File: src/rtl/scirq_pkg.sv
package scirq_pkg;

    // One-hot result of decoding a CPU write
    typedef struct packed {
        logic ld_cnt;
        logic ld_rel;
        logic en_clr;
        logic en_set;
    } scirq_wr_t;

endpackage

File: src/rtl/scirq_decode.sv
module scirq_decode
    import scirq_pkg::*;
#(
    parameter int          ADDR_W = 16,
    parameter logic [15:0] MASK   = 16'hE001,
    parameter logic [15:0] A_CNT  = 16'hC000,
    parameter logic [15:0] A_REL  = 16'hC001,
    parameter logic [15:0] A_OFF  = 16'hE000,
    parameter logic [15:0] A_ON   = 16'hE001
) (
    input  logic              wr_en,
    input  logic [ADDR_W-1:0] wr_addr,
    output scirq_wr_t         op
);

    localparam logic [ADDR_W-1:0] M = ADDR_W'(MASK);

    logic [ADDR_W-1:0] masked;

    always_comb begin
        masked    = wr_addr & M;
        op        = '0;
        op.ld_cnt = wr_en && (masked == ADDR_W'(A_CNT));
        op.ld_rel = wr_en && (masked == ADDR_W'(A_REL));
        op.en_clr = wr_en && (masked == ADDR_W'(A_OFF));
        op.en_set = wr_en && (masked == ADDR_W'(A_ON));
    end

endmodule

File: src/rtl/scirq_count.sv
module scirq_count
    import scirq_pkg::*;
#(
    parameter int CNT_W     = 8,
    parameter int LINE_W    = 9,
    parameter int LAST_LINE = 239
) (
    input  logic              clk,
    input  logic              rst_n,
    input  scirq_wr_t         op,
    input  logic [CNT_W-1:0]  wr_data,
    input  logic              line_pulse,
    input  logic [LINE_W-1:0] line_num,
    input  logic              bg_on,
    input  logic              spr_on,
    output logic              fire
);

    localparam logic [LINE_W-1:0] LAST = LINE_W'(LAST_LINE);

    typedef struct packed {
        logic [CNT_W-1:0] cnt;
        logic [CNT_W-1:0] rel;
        logic             en;
    } cnt_st_t;

    cnt_st_t st_d, st_q;
    logic    tick;

    always_comb begin
        st_d = st_q;
        fire = 1'b0;
        tick = line_pulse && (line_num <= LAST) && (bg_on || spr_on) && st_q.en;

        // CPU write to the counter wins over a scanline in the same cycle
        if (op.ld_cnt) begin
            st_d.cnt = wr_data;
        end else if (tick) begin
            if (st_q.cnt == '0) begin
                st_d.cnt = st_q.rel;
                fire     = 1'b1;
            end else begin
                st_d.cnt = st_q.cnt - 1'b1;
            end
        end

        if (op.ld_rel) st_d.rel = wr_data;

        if (op.en_clr)      st_d.en = 1'b0;
        else if (op.en_set) st_d.en = 1'b1;
    end

    always_ff @(posedge clk) begin
        if (!rst_n) st_q <= '0;
        else        st_q <= st_d;
    end

endmodule

File: src/rtl/scirq_flag.sv
module scirq_flag (
    input  logic clk,
    input  logic rst_n,
    input  logic fire,
    input  logic clr,
    output logic irq
);

    logic irq_d, irq_q;

    always_comb begin
        irq_d = irq_q;
        if (clr)       irq_d = 1'b0;
        else if (fire) irq_d = 1'b1;
    end

    always_ff @(posedge clk) begin
        if (!rst_n) irq_q <= 1'b0;
        else        irq_q <= irq_d;
    end

    assign irq = irq_q;

endmodule

File: src/rtl/scanline_irq_counter.sv
module scanline_irq_counter
    import scirq_pkg::*;
#(
    parameter int ADDR_W    = 16,
    parameter int CNT_W     = 8,
    parameter int LINE_W    = 9,
    parameter int LAST_LINE = 239
) (
    input  logic              clk,
    input  logic              rst_n,
    input  logic              wr_en,
    input  logic [ADDR_W-1:0] wr_addr,
    input  logic [CNT_W-1:0]  wr_data,
    input  logic              line_pulse,
    input  logic [LINE_W-1:0] line_num,
    input  logic              bg_on,
    input  logic              spr_on,
    input  logic              irq_ack,
    output logic              irq
);

    scirq_wr_t op;
    logic      fire;

    scirq_decode #(
        .ADDR_W (ADDR_W)
    ) u_dec (
        .wr_en   (wr_en),
        .wr_addr (wr_addr),
        .op      (op)
    );

    scirq_count #(
        .CNT_W     (CNT_W),
        .LINE_W    (LINE_W),
        .LAST_LINE (LAST_LINE)
    ) u_cnt (
        .clk        (clk),
        .rst_n      (rst_n),
        .op         (op),
        .wr_data    (wr_data),
        .line_pulse (line_pulse),
        .line_num   (line_num),
        .bg_on      (bg_on),
        .spr_on     (spr_on),
        .fire       (fire)
    );

    scirq_flag u_flag (
        .clk   (clk),
        .rst_n (rst_n),
        .fire  (fire),
        .clr   (op.en_clr || irq_ack),
        .irq   (irq)
    );

endmodule

File: config.mk
export PLATFORM = sky130hd
export DESIGN_NAME = scanline_irq_counter
export DESIGN_NICKNAME = d
export VERILOG_FILES = /design/src/rtl/scirq_pkg.sv /design/src/rtl/scirq_decode.sv /design/src/rtl/scirq_count.sv /design/src/rtl/scirq_flag.sv /design/src/rtl/scanline_irq_counter.sv
export SDC_FILE = /design/constraint.sdc
export NUM_CORES = 1
export LEC_CHECK = 0
export CORE_MARGIN = 5
export CORE_UTILIZATION = 55
export DETAILED_ROUTE_END_ITERATION = 8
export DONT_BUFFER_PORTS = 1
export PLACE_DENSITY = 0.73
export SYNTH_ARGS = -nofsm -noshare
export SYNTH_HDL_FRONTEND = slang
export SYNTH_SLANG_ARGS = --single-unit
File: constraint.sdc
create_clock -name clk -period 3.2 [get_ports clk]
set_clock_uncertainty 0.1 [all_clocks]
set_input_delay 0.32 -clock clk [delete_from_list [all_inputs] [get_ports clk]]
set_output_delay 0.32 -clock clk [all_outputs]
set_load 0.01 [all_outputs]
==> summary.md <==
| Metric | Value |
|---|---|
| Cell count after placement | `150` |
| Fraction of post-synthesis cell area in the top cell type by area | `0.3491` |
| Crit path time final | `2249 ps` |
| Final setup margin | `951.5 ps` |
| Number of levels the H-tree was split into | `1` |
| Pin count of the biggest net entering global routing | `17` |
| Crit path buf inv count | `1` |
| Largest fanout of any net on the critical path | `5` |
| Drt initial violations | `16` |
| Synth area leader | `sky130_fd_sc_hd__dfxtp_1` |
| Source-to-sink clock delay at the later pin of the worst-skew pair | `280 ps` |
| # Max-Cap Violations | `0` |
| Logic gate share of total power | `0.114` |
| Cell breakdown of the critical path | `inv_1, ha_1, or4b_4, nor4_4, mux2i_1, o211ai_2, o211a_1` |
| DR DRC count | `0` |
| Peak supply drop | `0.2019 mV` |
| Leading register cell type out of synthesis | `sky130_fd_sc_hd__dfxtp_1` |
| Clock share of power | `0.285` |
| Die Outline Area | `2843 sq um` |
| I/O pin count | `41` |
| TritonCTS clock tree | `yes` |
| Final period utilization | `0.7027` |
| GR Overflow Total | `0` |
| Pre-CTS WS | `959.0 ps` |
| Flop pwr share | `0.600` |
| Overall routed net length | `2326 um` |
| Detailed-route via count | `925` |
| Mapped cell area | `1032 sq um` |
| Internal portion of total power | `0.2915 mW` |
| Layout Area Growth over Synthesis | `4.363%` |
| Via count of the first global-routing pass | `923` |
| Average wire per cell in the routed design | `15.10 um` |
| Status | `complete, no violations` |
| Count of buffers added by post-CTS timing repair for setup | `0` |
| Slowest cell on the critical path | `sky130_fd_sc_hd__or4b_4` |
| Ant diodes | `0` |
| Placement Rows | `15` |
| Worst-margin pin slew | `1235 ps` |
| Share of the core filled with cells in the final layout | `0.6106` |
| Synth top area cells | `sky130_fd_sc_hd__dfxtp_1 (35%), sky130_fd_sc_hd__nand3_1 (7.8%), sky130_fd_sc_hd__a21oi_1 (6.3%)` |
| Final-report max-slew violation count | `0` |
| Largest delay contributor family on the critical path | `simple AND/OR/NAND/NOR gates` |
| ANT nets after route | `0` |
| Setup TNS | `0 ps` |
| Leakage component of the power | `0.3878 nW` |
| Final setup violating endpoints | `0` |
| Sw Ratio | `0.2439` |
| Die boundary width | `53.32 um` |
| Sort of element at the end of the critical path | `register` |
| Clock transition time at the flip-flop clock pins of the worst setup and hold paths | `100 ps` |
| Final instance count without filler cells | `154` |
| RD Place Congestion | `0.8043` |
| Number of unique standard cell types used by synthesis | `34` |
| Vertical die dimension | `53.32 um` |
| Most instantiated cells after synthesis | `sky130_fd_sc_hd__dfxtp_1 (18), sky130_fd_sc_hd__nand3_1 (16), sky130_fd_sc_hd__nand2_1 (15)` |
| Wire length of the first global-routing pass | `3946 um` |
| Sequential share of the synthesized area | `0.3491` |
| Area of the core | `1764 sq um` |
| Crit-path max cell delay | `530 ps` |
| Final hold viol count | `0` |
| Vias per cell | `6.006` |
| Synthesized instance count | `131` |
| Total number of yosys warnings | `0` |
| Worst path required time | `3290 ps` |
| Max-slew headroom at the worst pin | `0.1759` |
| Initial standard-cell utilization of the core | `0.5851` |
| Net total in the final layout | `173` |
| Number of buffers added on ports | `0` |
| Number of buffers added by the clock tree synthesis step | `3` |
| Num Clock Sinks | `18` |
| Mean Syn Cell Area | `7.880 sq um` |
| Post-DP HPWL | `1700 um` |
| Data arrival time of the worst path | `2330 ps` |
| Tightest Hold Check Type | `in -> reg` |
| Overall track demand over capacity in global routing | `0.1854` |
| Maximum frequency from static timing analysis | `444.7 MHz` |
| Count leader, synth | `sky130_fd_sc_hd__dfxtp_1` |
| Initial antenna violation count | `0` |
| Type of the worst setup path | `reg -> reg` |
| First-pass iteration count of the detailed router | `4` |
| Buffer depth of the longest clock path | `2` |
| Power per cell area | `357.8 nW/um^2` |
| Share of final-layout standard cells stronger than drive strength 1 | `0.06977` |
| Count of flip-flops with a built-in enable after synthesis | `0` |
| Async S/R FF share, synth | `0` |
| CP startpoint kind | `register` |
| Flip-flop and latch count after synthesis | `18` |
| Net count of the mapped netlist | `173` |
| Net Switching | `0.09403 mW` |
| RSZ-0062 raised after global routing | `no` |
| Buffer cell driving the clock tree root | `sky130_fd_sc_hd__clkbuf_4` |
## layer usage
layer | track usage | vias to the layer above | part of all wire | wire, um
met5 | 0 | - | 0 | 0
met4 | 0.07234 | 0 | 0.0073 | 17
met3 | 0.03099 | 2 | 0.046 | 106
met2 | 0.2898 | 18 | 0.46 | 1078
met1 | 0.2496 | 429 | 0.48 | 1124
li1 | - | 476 | - | -
## cells in the final DEF (no fill, tap or decap), types with 3 or more instances in the layout
cell type,Yosys,routed
sky130_fd_sc_hd__a31oi_1,3,3
sky130_fd_sc_hd__dfxtp_1,18,18
sky130_fd_sc_hd__a21oi_1,13,13
sky130_fd_sc_hd__nand3_1,16,16
sky130_fd_sc_hd__nand2_1,15,15
sky130_fd_sc_hd__clkbuf_4,0,3
sky130_fd_sc_hd__nor3_1,5,5
sky130_fd_sc_hd__mux2i_1,6,6
sky130_fd_sc_hd__nor2_1,9,9
sky130_fd_sc_hd__o21ai_0,4,4
sky130_fd_sc_hd__inv_1,6,6
## path summary, 6_finish.rpt
kind | startpoint | endpoint | slack (ps) | depth (start not counted)
hold reg to reg | u_cnt.st_q[7] | u_cnt.st_q[7] | 370 | 2
setup reg to reg | u_cnt.st_q[9] | u_cnt.st_q[11] | 950 | 7
hold / removal | rst_n | u_cnt.st_q[12] | 50 | 1
setup / recovery | u_cnt.st_q[9] | u_cnt.st_q[11] | 950 | 7
## power groups by stage
stage / Sequential (mW) / Combinational, mW / Clock, mW
floorplan: 0.235 / 0.0400 / 0
global placement: 0.236 / 0.0416 / 0
detailed placement: 0.237 / 0.0429 / 0
CTS: 0.232 / 0.0441 / 0.117
global route: 0.232 / 0.0491 / 0.128
finish: 0.231 / 0.0441 / 0.110
## stage by stage
step / hold slack (ps) / total power, mW / instance area [sq um]
floorplan: 298.7 / 0.2748 / 1032
global placement: 301.6 / 0.2780 / 1045
CTS: 34.99 / 0.3922 / 1077
finish: 52.22 / 0.3855 / 1077
global route: 32.67 / 0.4098 / 1077
detailed placement: 301.4 / 0.2796 / 1045
## cell type report
class | instances | area [sq um]
inverter | 6 | 22.52
multi-input combinational | 100 | 623.1
timing repair buffer | 2 | 17.52
fill | 180 | 686.9
tap | 25 | 31.28
sequential | 18 | 360.3
clock buffer | 3 | 22.52
## sequential cells by signal, indices dropped and copies added, names as in the netlist
| name | count |
|---|---|
| u_flag.irq | 1 |
| u_cnt.st_q | 17 |
## kinds of logic (layout without fill, tap and decap cells)
logic type / count (synthesis) / count (layout) / synth area share
multiplexers: 6 / 6 / 0.05818
buffers and inverters: 13 / 11 / 0.04728
flip-flops: 18 / 18 / 0.3491
AND/OR/NAND/NOR: 58 / 58 / 0.3006
adder cells (fa/ha/maj): 2 / 2 / 0.02424
XOR/XNOR: 1 / 1 / 0.008486
AO/OA/AOI/OAI: 33 / 33 / 0.2121
## repair_timing
action / CTS / global route
hold endpoints to repair: 1 / 0
resized for setup: 0 / 0
hold buffers: 1 / 0
(Power assumes the default switching activity.)
